**config.mk**
```make
export PLATFORM = sky130hd
export DESIGN_NAME = sidetone_ctrl
export DESIGN_NICKNAME = d
export VERILOG_FILES = /design/src/rtl/st_pkg.sv /design/src/rtl/st_coef_loader.sv /design/src/rtl/st_regfile.sv /design/src/rtl/st_rdmux.sv /design/src/rtl/sidetone_ctrl.sv
export SDC_FILE = /design/constraint.sdc
export NUM_CORES = 1
export LEC_CHECK = 0
export CAP_MARGIN = 40
export CORE_AREA = 2 2 80 82
export CTS_CLUSTER_DIAMETER = 80
export DETAILED_ROUTE_END_ITERATION = 7
export DIE_AREA = 0 0 82 84
export PLACE_DENSITY = 0.88
export SLEW_MARGIN = 20
export SYNTH_ARGS = -nofsm -noshare
export SYNTH_HDL_FRONTEND = slang
export SYNTH_HIERARCHICAL = 1
export SYNTH_SLANG_ARGS = --single-unit
```
**constraint.sdc**
```tcl
create_clock -name clk -period 5.7 [get_ports clk]
set_clock_uncertainty 0.1 [all_clocks]
set_input_delay 0.855 -clock clk [delete_from_list [all_inputs] [get_ports clk]]
set_output_delay 0.855 -clock clk [all_outputs]
set_load 0.1 [all_outputs]
```
**src/rtl/st_pkg.sv**
```systemverilog
package st_pkg;
    // Register byte offsets; software depends on these positions
    localparam int OFF_REV   = 'h00;
    localparam int OFF_CFG   = 'h10;
    localparam int OFF_IRQST = 'h18;
    localparam int OFF_IRQEN = 'h1C;
    localparam int OFF_GAIN  = 'h24;
    localparam int OFF_TAP   = 'h28;
    localparam int OFF_CTRL  = 'h2C;

    // Control word bit positions
    localparam int CTRL_TONE = 0;
    localparam int CTRL_WEN  = 1;
    localparam int CTRL_DONE = 2;

    // Snapshot of register state handed to the read multiplexer
    typedef struct packed {
        logic        auto_idle;
        logic        irq_st;
        logic        irq_en;
        logic        tone_en;
        logic        wen;
        logic [15:0] gain0;
        logic [15:0] gain1;
    } st_regs_t;
endpackage

```
**src/rtl/st_coef_loader.sv**
```systemverilog
// Tap loader: counts accepted writes to the tap port, drives the coefficient
// RAM write port and raises the done flag after the last tap.
// Assumes load_start and port_wr never occur in the same cycle (one bus).
module st_coef_loader #(
    parameter int NTAPS  = 128,
    parameter int COEF_W = 16,
    parameter int TAP_AW = $clog2(NTAPS)
) (
    input  logic              clk,
    input  logic              rst_n,
    input  logic              load_start,
    input  logic              wr_enable,
    input  logic              port_wr,
    input  logic [COEF_W-1:0] port_data,
    output logic              coef_we,
    output logic [TAP_AW-1:0] coef_addr,
    output logic [COEF_W-1:0] coef_data,
    output logic              load_done,
    output logic              last_accept
);
    localparam logic [TAP_AW-1:0] LAST = TAP_AW'(NTAPS - 1);

    logic [TAP_AW-1:0] cnt;
    logic              done;

    // Accept a tap only inside an open, unfinished load
    always_comb begin
        coef_we     = port_wr && wr_enable && !done;
        coef_addr   = cnt;
        coef_data   = port_data;
        last_accept = coef_we && (cnt == LAST);
        load_done   = done;
    end

    // Tap counter and done flag
    always_ff @(posedge clk) begin
        if (!rst_n) begin
            cnt  <= '0;
            done <= 1'b0;
        end else if (load_start) begin
            cnt  <= '0;
            done <= 1'b0;
        end else if (coef_we) begin
            cnt  <= (cnt == LAST) ? '0 : cnt + 1'b1;
            done <= (cnt == LAST);
        end
    end

    p_start_clears_r5: assert property (@(posedge clk) disable iff (!rst_n)
        load_start |=> (coef_addr == '0 && !load_done));
    p_addr_step_r6: assert property (@(posedge clk) disable iff (!rst_n)
        (coef_we && coef_addr != LAST) |=> (coef_addr == $past(coef_addr) + 1'b1));
    p_done_after_last_r7: assert property (@(posedge clk) disable iff (!rst_n)
        (coef_we && coef_addr == LAST) |=> load_done);
    p_no_write_after_done_r8: assert property (@(posedge clk) disable iff (!rst_n)
        load_done |-> !coef_we);
    p_write_needs_enable_r9: assert property (@(posedge clk) disable iff (!rst_n)
        coef_we |-> wr_enable);
endmodule

```
**src/rtl/st_regfile.sv**
```systemverilog
// Writable registers: gains, configuration, interrupt pair and the control
// bits. Produces the load-start pulse on a 0->1 write of write-enable.
// Assumes one bus write per cycle.
module st_regfile
    import st_pkg::*;
#(
    parameter int ADDR_W = 8
) (
    input  logic              clk,
    input  logic              rst_n,
    input  logic              bus_wr,
    input  logic [ADDR_W-1:0] bus_addr,
    input  logic [31:0]       bus_wdata,
    input  logic              load_complete,
    output st_regs_t          regs,
    output logic              load_start,
    output logic              port_wr
);
    logic hit_cfg, hit_ist, hit_ien, hit_gain, hit_ctrl;

    // Address decode of the write strobe
    always_comb begin
        hit_cfg    = bus_wr && bus_addr == ADDR_W'(OFF_CFG);
        hit_ist    = bus_wr && bus_addr == ADDR_W'(OFF_IRQST);
        hit_ien    = bus_wr && bus_addr == ADDR_W'(OFF_IRQEN);
        hit_gain   = bus_wr && bus_addr == ADDR_W'(OFF_GAIN);
        hit_ctrl   = bus_wr && bus_addr == ADDR_W'(OFF_CTRL);
        port_wr    = bus_wr && bus_addr == ADDR_W'(OFF_TAP);
        load_start = hit_ctrl && bus_wdata[CTRL_WEN] && !regs.wen;
    end

    // Register updates; a completing load wins over a clear of the status bit
    always_ff @(posedge clk) begin
        if (!rst_n) begin
            regs <= '0;
        end else begin
            if (hit_cfg)  regs.auto_idle <= bus_wdata[0];
            if (hit_ien)  regs.irq_en    <= bus_wdata[0];
            if (hit_gain) begin
                regs.gain0 <= bus_wdata[15:0];
                regs.gain1 <= bus_wdata[31:16];
            end
            if (hit_ctrl) begin
                regs.tone_en <= bus_wdata[CTRL_TONE];
                regs.wen     <= bus_wdata[CTRL_WEN];
            end
            if (load_complete)                regs.irq_st <= 1'b1;
            else if (hit_ist && bus_wdata[0]) regs.irq_st <= 1'b0;
        end
    end

    p_gain_update_r3: assert property (@(posedge clk) disable iff (!rst_n)
        hit_gain |=> (regs.gain0 == $past(bus_wdata[15:0]) &&
                      regs.gain1 == $past(bus_wdata[31:16])));
    p_irq_set_r10: assert property (@(posedge clk) disable iff (!rst_n)
        load_complete |=> regs.irq_st);
endmodule

```
**src/rtl/st_rdmux.sv**
```systemverilog
// Combinational read multiplexer. Unmapped offsets and the tap port read 0.
module st_rdmux
    import st_pkg::*;
#(
    parameter int          ADDR_W = 8,
    parameter logic [31:0] REV_ID = 32'h0001_0003
) (
    input  logic [ADDR_W-1:0] addr,
    input  st_regs_t          regs,
    input  logic              done,
    output logic [31:0]       rdata
);
    // Select the word for the current offset
    always_comb begin
        rdata = '0;
        case (addr)
            ADDR_W'(OFF_REV):   rdata = REV_ID;
            ADDR_W'(OFF_CFG):   rdata = {31'b0, regs.auto_idle};
            ADDR_W'(OFF_IRQST): rdata = {31'b0, regs.irq_st};
            ADDR_W'(OFF_IRQEN): rdata = {31'b0, regs.irq_en};
            ADDR_W'(OFF_GAIN):  rdata = {regs.gain1, regs.gain0};
            ADDR_W'(OFF_CTRL):  rdata = {29'b0, done, regs.wen, regs.tone_en};
            default:            rdata = '0;
        endcase
    end
endmodule

```
**src/rtl/sidetone_ctrl.sv**
```systemverilog
// Sidetone control top: register bus, tap loader and control outputs.
// Assumes one write per cycle and a synchronous active-low reset.
module sidetone_ctrl
    import st_pkg::*;
#(
    parameter int          ADDR_W = 8,
    parameter int          NTAPS  = 128,
    parameter int          COEF_W = 16,
    parameter logic [31:0] REV_ID = 32'h0001_0003,
    localparam int         TAP_AW = $clog2(NTAPS)
) (
    input  logic              clk,
    input  logic              rst_n,
    input  logic              bus_wr,
    input  logic [ADDR_W-1:0] bus_addr,
    input  logic [31:0]       bus_wdata,
    output logic [31:0]       bus_rdata,
    output logic              coef_we,
    output logic [TAP_AW-1:0] coef_waddr,
    output logic [COEF_W-1:0] coef_wdata,
    output logic [15:0]       gain_ch0,
    output logic [15:0]       gain_ch1,
    output logic              tone_en,
    output logic              auto_idle,
    output logic              irq
);
    st_regs_t regs;
    logic     load_start, port_wr, load_done, last_accept;

    st_regfile #(.ADDR_W(ADDR_W)) u_regs (
        .clk(clk), .rst_n(rst_n), .bus_wr(bus_wr), .bus_addr(bus_addr),
        .bus_wdata(bus_wdata), .load_complete(last_accept), .regs(regs),
        .load_start(load_start), .port_wr(port_wr)
    );

    st_coef_loader #(.NTAPS(NTAPS), .COEF_W(COEF_W), .TAP_AW(TAP_AW)) u_load (
        .clk(clk), .rst_n(rst_n), .load_start(load_start), .wr_enable(regs.wen),
        .port_wr(port_wr), .port_data(bus_wdata[COEF_W-1:0]), .coef_we(coef_we),
        .coef_addr(coef_waddr), .coef_data(coef_wdata), .load_done(load_done),
        .last_accept(last_accept)
    );

    st_rdmux #(.ADDR_W(ADDR_W), .REV_ID(REV_ID)) u_rd (
        .addr(bus_addr), .regs(regs), .done(load_done), .rdata(bus_rdata)
    );

    // Drive control outputs from the register state
    always_comb begin
        gain_ch0  = regs.gain0;
        gain_ch1  = regs.gain1;
        tone_en   = regs.tone_en;
        auto_idle = regs.auto_idle;
        irq       = regs.irq_st && regs.irq_en;
    end

    p_irq_gate_r10: assert property (@(posedge clk) disable iff (!rst_n)
        irq |-> regs.irq_en);
    p_reset_clear_r1: assert property (@(posedge clk)
        !rst_n |=> (!tone_en && !irq && !auto_idle && gain_ch0 == '0));
    p_rev_const_r2: assert property (@(posedge clk) disable iff (!rst_n)
        (bus_addr == ADDR_W'(OFF_REV)) |-> (bus_rdata == REV_ID));
endmodule

```
==> results of run 1 <==
## worst max-delay path, stage by stage
cell and delay [ns]:
clkdlybuf4s50_1 0.46, or4_4 0.60, nor2_1 0.13, nor4bb_1 0.54, nand3b_4 0.20, inv_1 0.17, buf_4 0.31
## power by group
group / switching (mW) / leakage, nW / total, mW / internal [mW]
sequential: 0.000259 / 0.362 / 0.315 / 0.314
clock: 0.0998 / 0.0542 / 0.209 / 0.110
combinational: 0.0807 / 1.45 / 0.141 / 0.0602
total: 0.181 / 1.87 / 0.665 / 0.484
## registers in the layout, summed over array words and instances, names as in the netlist
register          count
u_regs/regs          37
u_load/coef_addr      7
u_load/load_done      1
## cells in the final DEF (no fill, tap or decap), types with 3 or more instances in the layout
master	instances
clkdlybuf4s50_1	103
nand2_1	74
buf_8	59
dfxtp_1	45
mux2i_1	39
buf_4	31
and2_1	17
and2_2	12
clkbuf_8	7
inv_1	6
a21oi_1	6
nor3_1	5
buf_16	4
nand3_1	3
o31ai_1	3
or4_1	3
nor2_1	3
## final cells by class
class,instances,area [µm²],area share
Tap cell,77,96.34,0.02048
Clock inverter,1,5.005,0.001064
Multi-Input combinational cell,197,1308,0.2779
Inverter,6,22.52,0.004787
Timing Repair Buffer,199,2276,0.4838
Clock buffer,7,96.34,0.02048
Sequential cell,45,900.9,0.1915
## stage by stage
step           worst slack, ns  power [mW]
2_1_floorplan            1.256      0.3987
3_3_place_gp             1.453      0.4375
3_5_place_dp             1.434      0.4629
4_1_cts                  1.434      0.6722
5_1_grt                  1.306      0.6900
6_report                 1.471      0.6648
## worst max path at each step
stage,start,endpoint,cells after the start
floorplan,bus_addr[1],bus_rdata[16],3
global placement,bus_addr[4],bus_rdata[0],5
detailed placement,bus_addr[1],coef_we,7
CTS,bus_addr[1],coef_we,7
global route,bus_addr[3],coef_we,7
finish,bus_addr[1],coef_we,7
## logic make-up (layout without fill, tap and decap cells)
kind of cell	Yosys count	count (layout)
adders and majority gates	1	1
DFF	45	45
muxes	39	39
buffers and inverters	38	213
and+or+nand+nor	134	134
AOI/OAI and AO/OA	23	23
## metal layers
metal,vias to the layer above,global-route usage,share of wire
met5,-,0,0
met4,0,0.05000,0.0076
met3,6,0.05519,0.051
met2,90,0.4930,0.59
met1,1218,0.2356,0.35
li1,1278,-,-
==> run_results.csv, run 1 <==
group,metric,value,unit
cts,cts.sinks,45,
power_and_ir_drop,peakVddDrop,0.0001075,V
place,gp_congestion,0.8194,
sta,worstMarginPinSlew,0.6529,ns
logic_synthesis,synth_compound_area_frac,0.06653,
setup_path,end_kind,"primary output",
logic_synthesis,synth_top_area_frac,0.3657,
logic_synthesis,avgSynthCellArea,8.799,µm²
cells_and_area,fin_cells,532,
cts,ctsHoldBuffers,0,
place,placed_cells,524,
setup_path,cp.arrival,3.27,ns
die,die_x,82,µm
setup_path,critPathLaunchType,"input port",
global_route,grt_pass1_wl,12.91,mm
power_and_ir_drop,powerDensity,141.3,nW/µm²
logic_synthesis,synth_edf_count,0,
sta,max_freq,0.2365,GHz
sta,finalCritPeriodShare,0.7419,
logic_synthesis,post-synth-top-count-cell,"nand2_1",
cells_and_area,drive_gt1_frac,0.2725,
global_route,grt_usage,0.2424,
logic_synthesis,yosysTopAreaCell,"dfxtp_1",
route,drc,0,
die,die_h,84,µm
cts,cts_tree,"built",
cells_and_area,fillerInstances,394,
setup_path,r2r_start,"u_load/coef_addr[0]$_SDFFE_PP0P_",
sta,whs,0.3688,ns
cts,clockBufferDepth,2,
route,num_vias,2592,
setup_path,cp_max_fo,12,
power_and_ir_drop,leakagePower,1.870,nW
cells_and_area,antennaDiodeCount,0,
flow_run,drv_cap,0,
global_route,grt_max_degree,72,
run_status,status,"finished clean",
logic_synthesis,syn-cell-area,2464,µm²
die,die_area,6888,µm²
min_path,holdPathEnd,"u_regs/regs[8]$_SDFFE_PN0P_",
cts,clk_pin_slew_worst_paths,0.08,ns
cts,ctsResizeCount,0,
cts,cts_buffers,5,
cts,postCtsSetupBuffers,0,
logic_synthesis,synth.area.top_cells,"dfxtp_1, mux2i_1, nand2_1, buf_4, and2_1",
global_route,grt_overflow_total,0,
logic_synthesis,yosysSeqAreaShare,0.3657,
place,dpl.hpwl,6.529,mm
setup_path,crit_type,"input port to primary output",
cells_and_area,final_nets,498,
logic_synthesis,synth_top_family_by_area,"simple AND/OR/NAND/NOR gates",
logic_synthesis,async_reset_ff_frac,0,
global_route,grt_pass1_vias,2751,
sta,report.final.slew_viol_count,0,
die,core,6096,µm²
place,post_dp_cell_area,4603,µm²
route,routed_via_density,4.872,
logic_synthesis,ys_top_cells_by_count,"nand2_1, dfxtp_1, mux2i_1",
die,fp-row-count,29,
setup_path,rr_worst_depth,5,
cts,clk_latency,0.29,ns
route,drtAntennaViolNets,0,
sta,relSlewSlack,0.5647,
route,wl_per_cell,15.00,µm
logic_synthesis,synth_seq_cells,45,
logic_synthesis,syn_inst,280,
die,ioPinCount,134,
setup_path,cp.required,4.74,ns
cts,cts-htree-levels,2,
min_path,hold_start,"u_regs/regs[8]$_SDFFE_PN0P_",
route,routed_wl,7.979,mm
logic_synthesis,yosys_warnings,6,
route,drtIter0Drc,80,
logic_synthesis,synthFlopType,"dfxtp_1",
cells_and_area,fin_area,4705,µm²
sta,period_needed,4.229,ns
sta,hold_violations,0,
logic_synthesis,synth_xor_area_frac,0,
cells_and_area,syn2layout_area_growth,90.96,%
setup_path,r2r_slack,3.90,ns
logic_synthesis,synth_adder_area_share,0.005079,
logic_synthesis,syn_nets,324,
global_route,antenna_found_initial,0,
logic_synthesis,synthSimpleGateAreaFrac,0.3007,
setup_path,timing.rr.end,"u_regs/regs[35]$_SDFFE_PN0P_",
place,port_buffers,133,
sta,rsz0062_at_grt,"no",
sta,setup_viol,0,
min_path,holdPathStages,2,
cells_and_area,utilization,0.7718,
die,start_util,0.4041,
sta,fin_setup_tns,0,ns
route,firstDrtPassIters,4,
logic_synthesis,synthMuxAreaShare,0.1585,
min_path,hold_path_class,"register to register",
cts,root_buffer,"clkbuf_8",
logic_synthesis,synth.distinct_cells,42,
Note: power is estimated with default switching activity, not from simulation.
==> inputs of run 2 (changes only) <==
--- a/config.mk
+++ b/config.mk
@@ -6,11 +6,11 @@
 export NUM_CORES = 1
 export LEC_CHECK = 0
 export CAP_MARGIN = 40
-export CORE_AREA = 2 2 80 82
+export CORE_AREA = 2 2 83 85
 export CTS_CLUSTER_DIAMETER = 80
 export DETAILED_ROUTE_END_ITERATION = 7
-export DIE_AREA = 0 0 82 84
-export PLACE_DENSITY = 0.88
+export DIE_AREA = 0 0 85 87
+export PLACE_DENSITY = 0.83
 export SLEW_MARGIN = 20
 export SYNTH_ARGS = -nofsm -noshare
 export SYNTH_HDL_FRONTEND = slang
==> constraint.sdc (replaced) <==
create_clock -name clk -period 4.4 [get_ports clk]
set_clock_uncertainty 0.1 [all_clocks]
set_input_delay 0.66 -clock clk [delete_from_list [all_inputs] [get_ports clk]]
set_output_delay 0.66 -clock clk [all_outputs]
set_load 0.1 [all_outputs]
==> run 2 against run 1 <==
  * Combinational power increased by 29%
  * First-iteration DRC count decreased by 25%
  * Core utilization decreased by 0.95 points
  * Hold slack improved by 0.00083 ns
  * Final cell count decreased by 0.38%
  * Critical path depth unchanged
  * Sequential power increased by 29%
  * Non-clock buffer count decreased by 5
  * Total power increased by 30%
  * Global-route usage decreased by 2.1 points
  * Largest power group unchanged
  * Highest routed layer unchanged
==> run_results.csv, run 2 (synthesis results as in run 1) <==
group,metric,value,unit
cells_and_area,layout_common_cells,"clkdlybuf4s50_1, nand2_1, buf_8, dfxtp_1, mux2i_1",
sta,period_needed,3.755,ns
global_route,antenna_found_initial,0,
power_and_ir_drop,switchingPower,0.2373,mW
die,die_x,85,µm
power_and_ir_drop,swShare,0.2747,
die,die_h,87,µm
setup_path,crit_type,"input port to primary output",
cts,clk_latency,0.28,ns
cts,ctsResizeCount,0,
route,drtIter0Drc,60,
sta,finalCritPeriodShare,0.8535,
cts,root_buffer,"clkbuf_8",
sta,relSlewSlack,0.5580,
route,drtAntennaViolNets,0,
sta,worstMarginPinSlew,0.6629,ns
route,routed_wl,8.257,mm
route,drc,0,
sta,fin_setup_tns,0,ns
sta,report.final.slew_viol_count,0,
cts,ctsHoldBuffers,0,
die,ioPinCount,134,
setup_path,cpPeakStageDelay,0.61,ns
setup_path,critPathLaunchType,"input port",
run_status,status,"finished clean",
cells_and_area,final_common_cell,"clkdlybuf4s50_1",
route,routed_via_density,4.913,
power_and_ir_drop,combPwrFrac,0.211,
setup_path,path_cells,"clkdlybuf4s50_1 -> or4_4 -> nor2_1 -> nor4bb_1 -> nand3b_4 -> inv_1 -> buf_12",
cts,postCtsSetupBuffers,0,
place,dpl.hpwl,6.569,mm
power_and_ir_drop,seqPwrFrac,0.472,
cells_and_area,utilization,0.7623,
cts,clockBufferDepth,2,
power_and_ir_drop,powerDensity,172.5,nW/µm²
sta,setup_viol,0,
global_route,grt_pass1_vias,2783,
cells_and_area,largest_reg_flops,37,
power_and_ir_drop,clkPwrFrac,0.317,
sta,max_freq,0.2663,GHz
cells_and_area,antennaDiodeCount,0,
route,wl_per_cell,15.58,µm
sta,rsz0062_at_grt,"no",
power_and_ir_drop,power,0.8637,mW
die,start_util,0.3750,
setup_path,cp.required,3.64,ns
route,firstDrtPassIters,4,
setup_path,end_kind,"primary output",
die,core,6569,µm²
die,die_area,7395,µm²
cells_and_area,final_nets,493,
cells_and_area,syn2layout_area_growth,103.3,%
power_and_ir_drop,leakagePower,1.927,nW
place,placed_cells,522,
global_route,grt_usage,0.2217,
cells_and_area,drive_gt1_frac,0.2733,
route,num_vias,2604,
sta,hold_violations,0,
cts,cts_tree,"built",
die,fp-row-count,30,
cells_and_area,regMostFlops,"u_regs/regs",
power_and_ir_drop,peakVddDrop,0.0001433,V
global_route,grt_overflow_total,0,
cts,cts.sinks,45,
setup_path,crit_slowest_cell,"or4_4",
setup_path,cp_max_fo,12,
place,gp_congestion,0.8308,
cts,cts_buffers,5,
sta,whs,0.3696,ns
setup_path,cp.arrival,3.00,ns
setup_path,critPathTopFamily,"simple AND/OR/NAND/NOR gates",
cts,cts-htree-levels,2,
place,port_buffers,133,
power_and_ir_drop,p_int,0.6264,mW
global_route,grt_pass1_wl,13.17,mm
setup_path,cp_num_buf_inv,3,
cells_and_area,fin_cells,530,
cts,clk_pin_slew_worst_paths,0.08,ns
flow_run,drv_cap,0,
min_path,hold_path_class,"register to register",
global_route,grt_max_degree,72,
run 2: routing by layer:
metal	routed length (µm)	vias to the layer above	global-route usage
li1	-	1272	-
met1	2902	1234	0.2195
met2	4736	83	0.4503
met3	455	15	0.05118
met4	162	0	0.06782
met5	0	-	0
run 2: final timing paths:
check                                                     to                        startpoint  slack [ns]  depth (start not counted)
worst min register to register  u_regs/regs[15]$_SDFFE_PN0P_      u_regs/regs[15]$_SDFFE_PN0P_        0.37                          2
worst max-delay path                                 coef_we                       bus_addr[1]        0.64                          7
worst min-delay path            u_regs/regs[15]$_SDFFE_PN0P_      u_regs/regs[15]$_SDFFE_PN0P_        0.37                          2
worst max register to register  u_regs/regs[35]$_SDFFE_PN0P_  u_load/coef_addr[0]$_SDFFE_PP0P_        2.55                          5
run 2: area by class of cell:
class                      count  area [µm²]
timing repair buffer         194        2575
multi-input combinational    197        1308
sequential                    45       900.9
fill                         410        1562
clock inverter                 1       5.005
inverter                       6       22.52
tap                           80       100.1
clock buffer                   7       96.34
run 2: metrics by stage:
step / setup slack [ns] / instance area (µm²)
5_1_grt: 0.5065 / 5007
4_1_cts: 0.6472 / 5007
6_report: 0.6445 / 5007
3_5_place_dp: 0.6454 / 4906
2_1_floorplan: 0.2361 / 2464
3_3_place_gp: 0.6904 / 3960
run 2: power by group through the flow:
stage          combinational [mW]  sequential, mW  clock [mW]
2_1_floorplan              0.0966           0.420           0
3_3_place_gp                0.150           0.417           0
3_5_place_dp                0.182           0.417           0
4_1_cts                     0.183           0.408       0.284
5_1_grt                     0.190           0.408       0.302
6_report                    0.182           0.407       0.274
run 2: worst reg2reg max path, stage by stage, from the launching register on:
cell and delay, ns:
dfxtp_1 0.46, ha_1 0.26, nand4_1 0.16, nor3_1 0.43, o21ai_0 0.17, a41oi_1 0.21
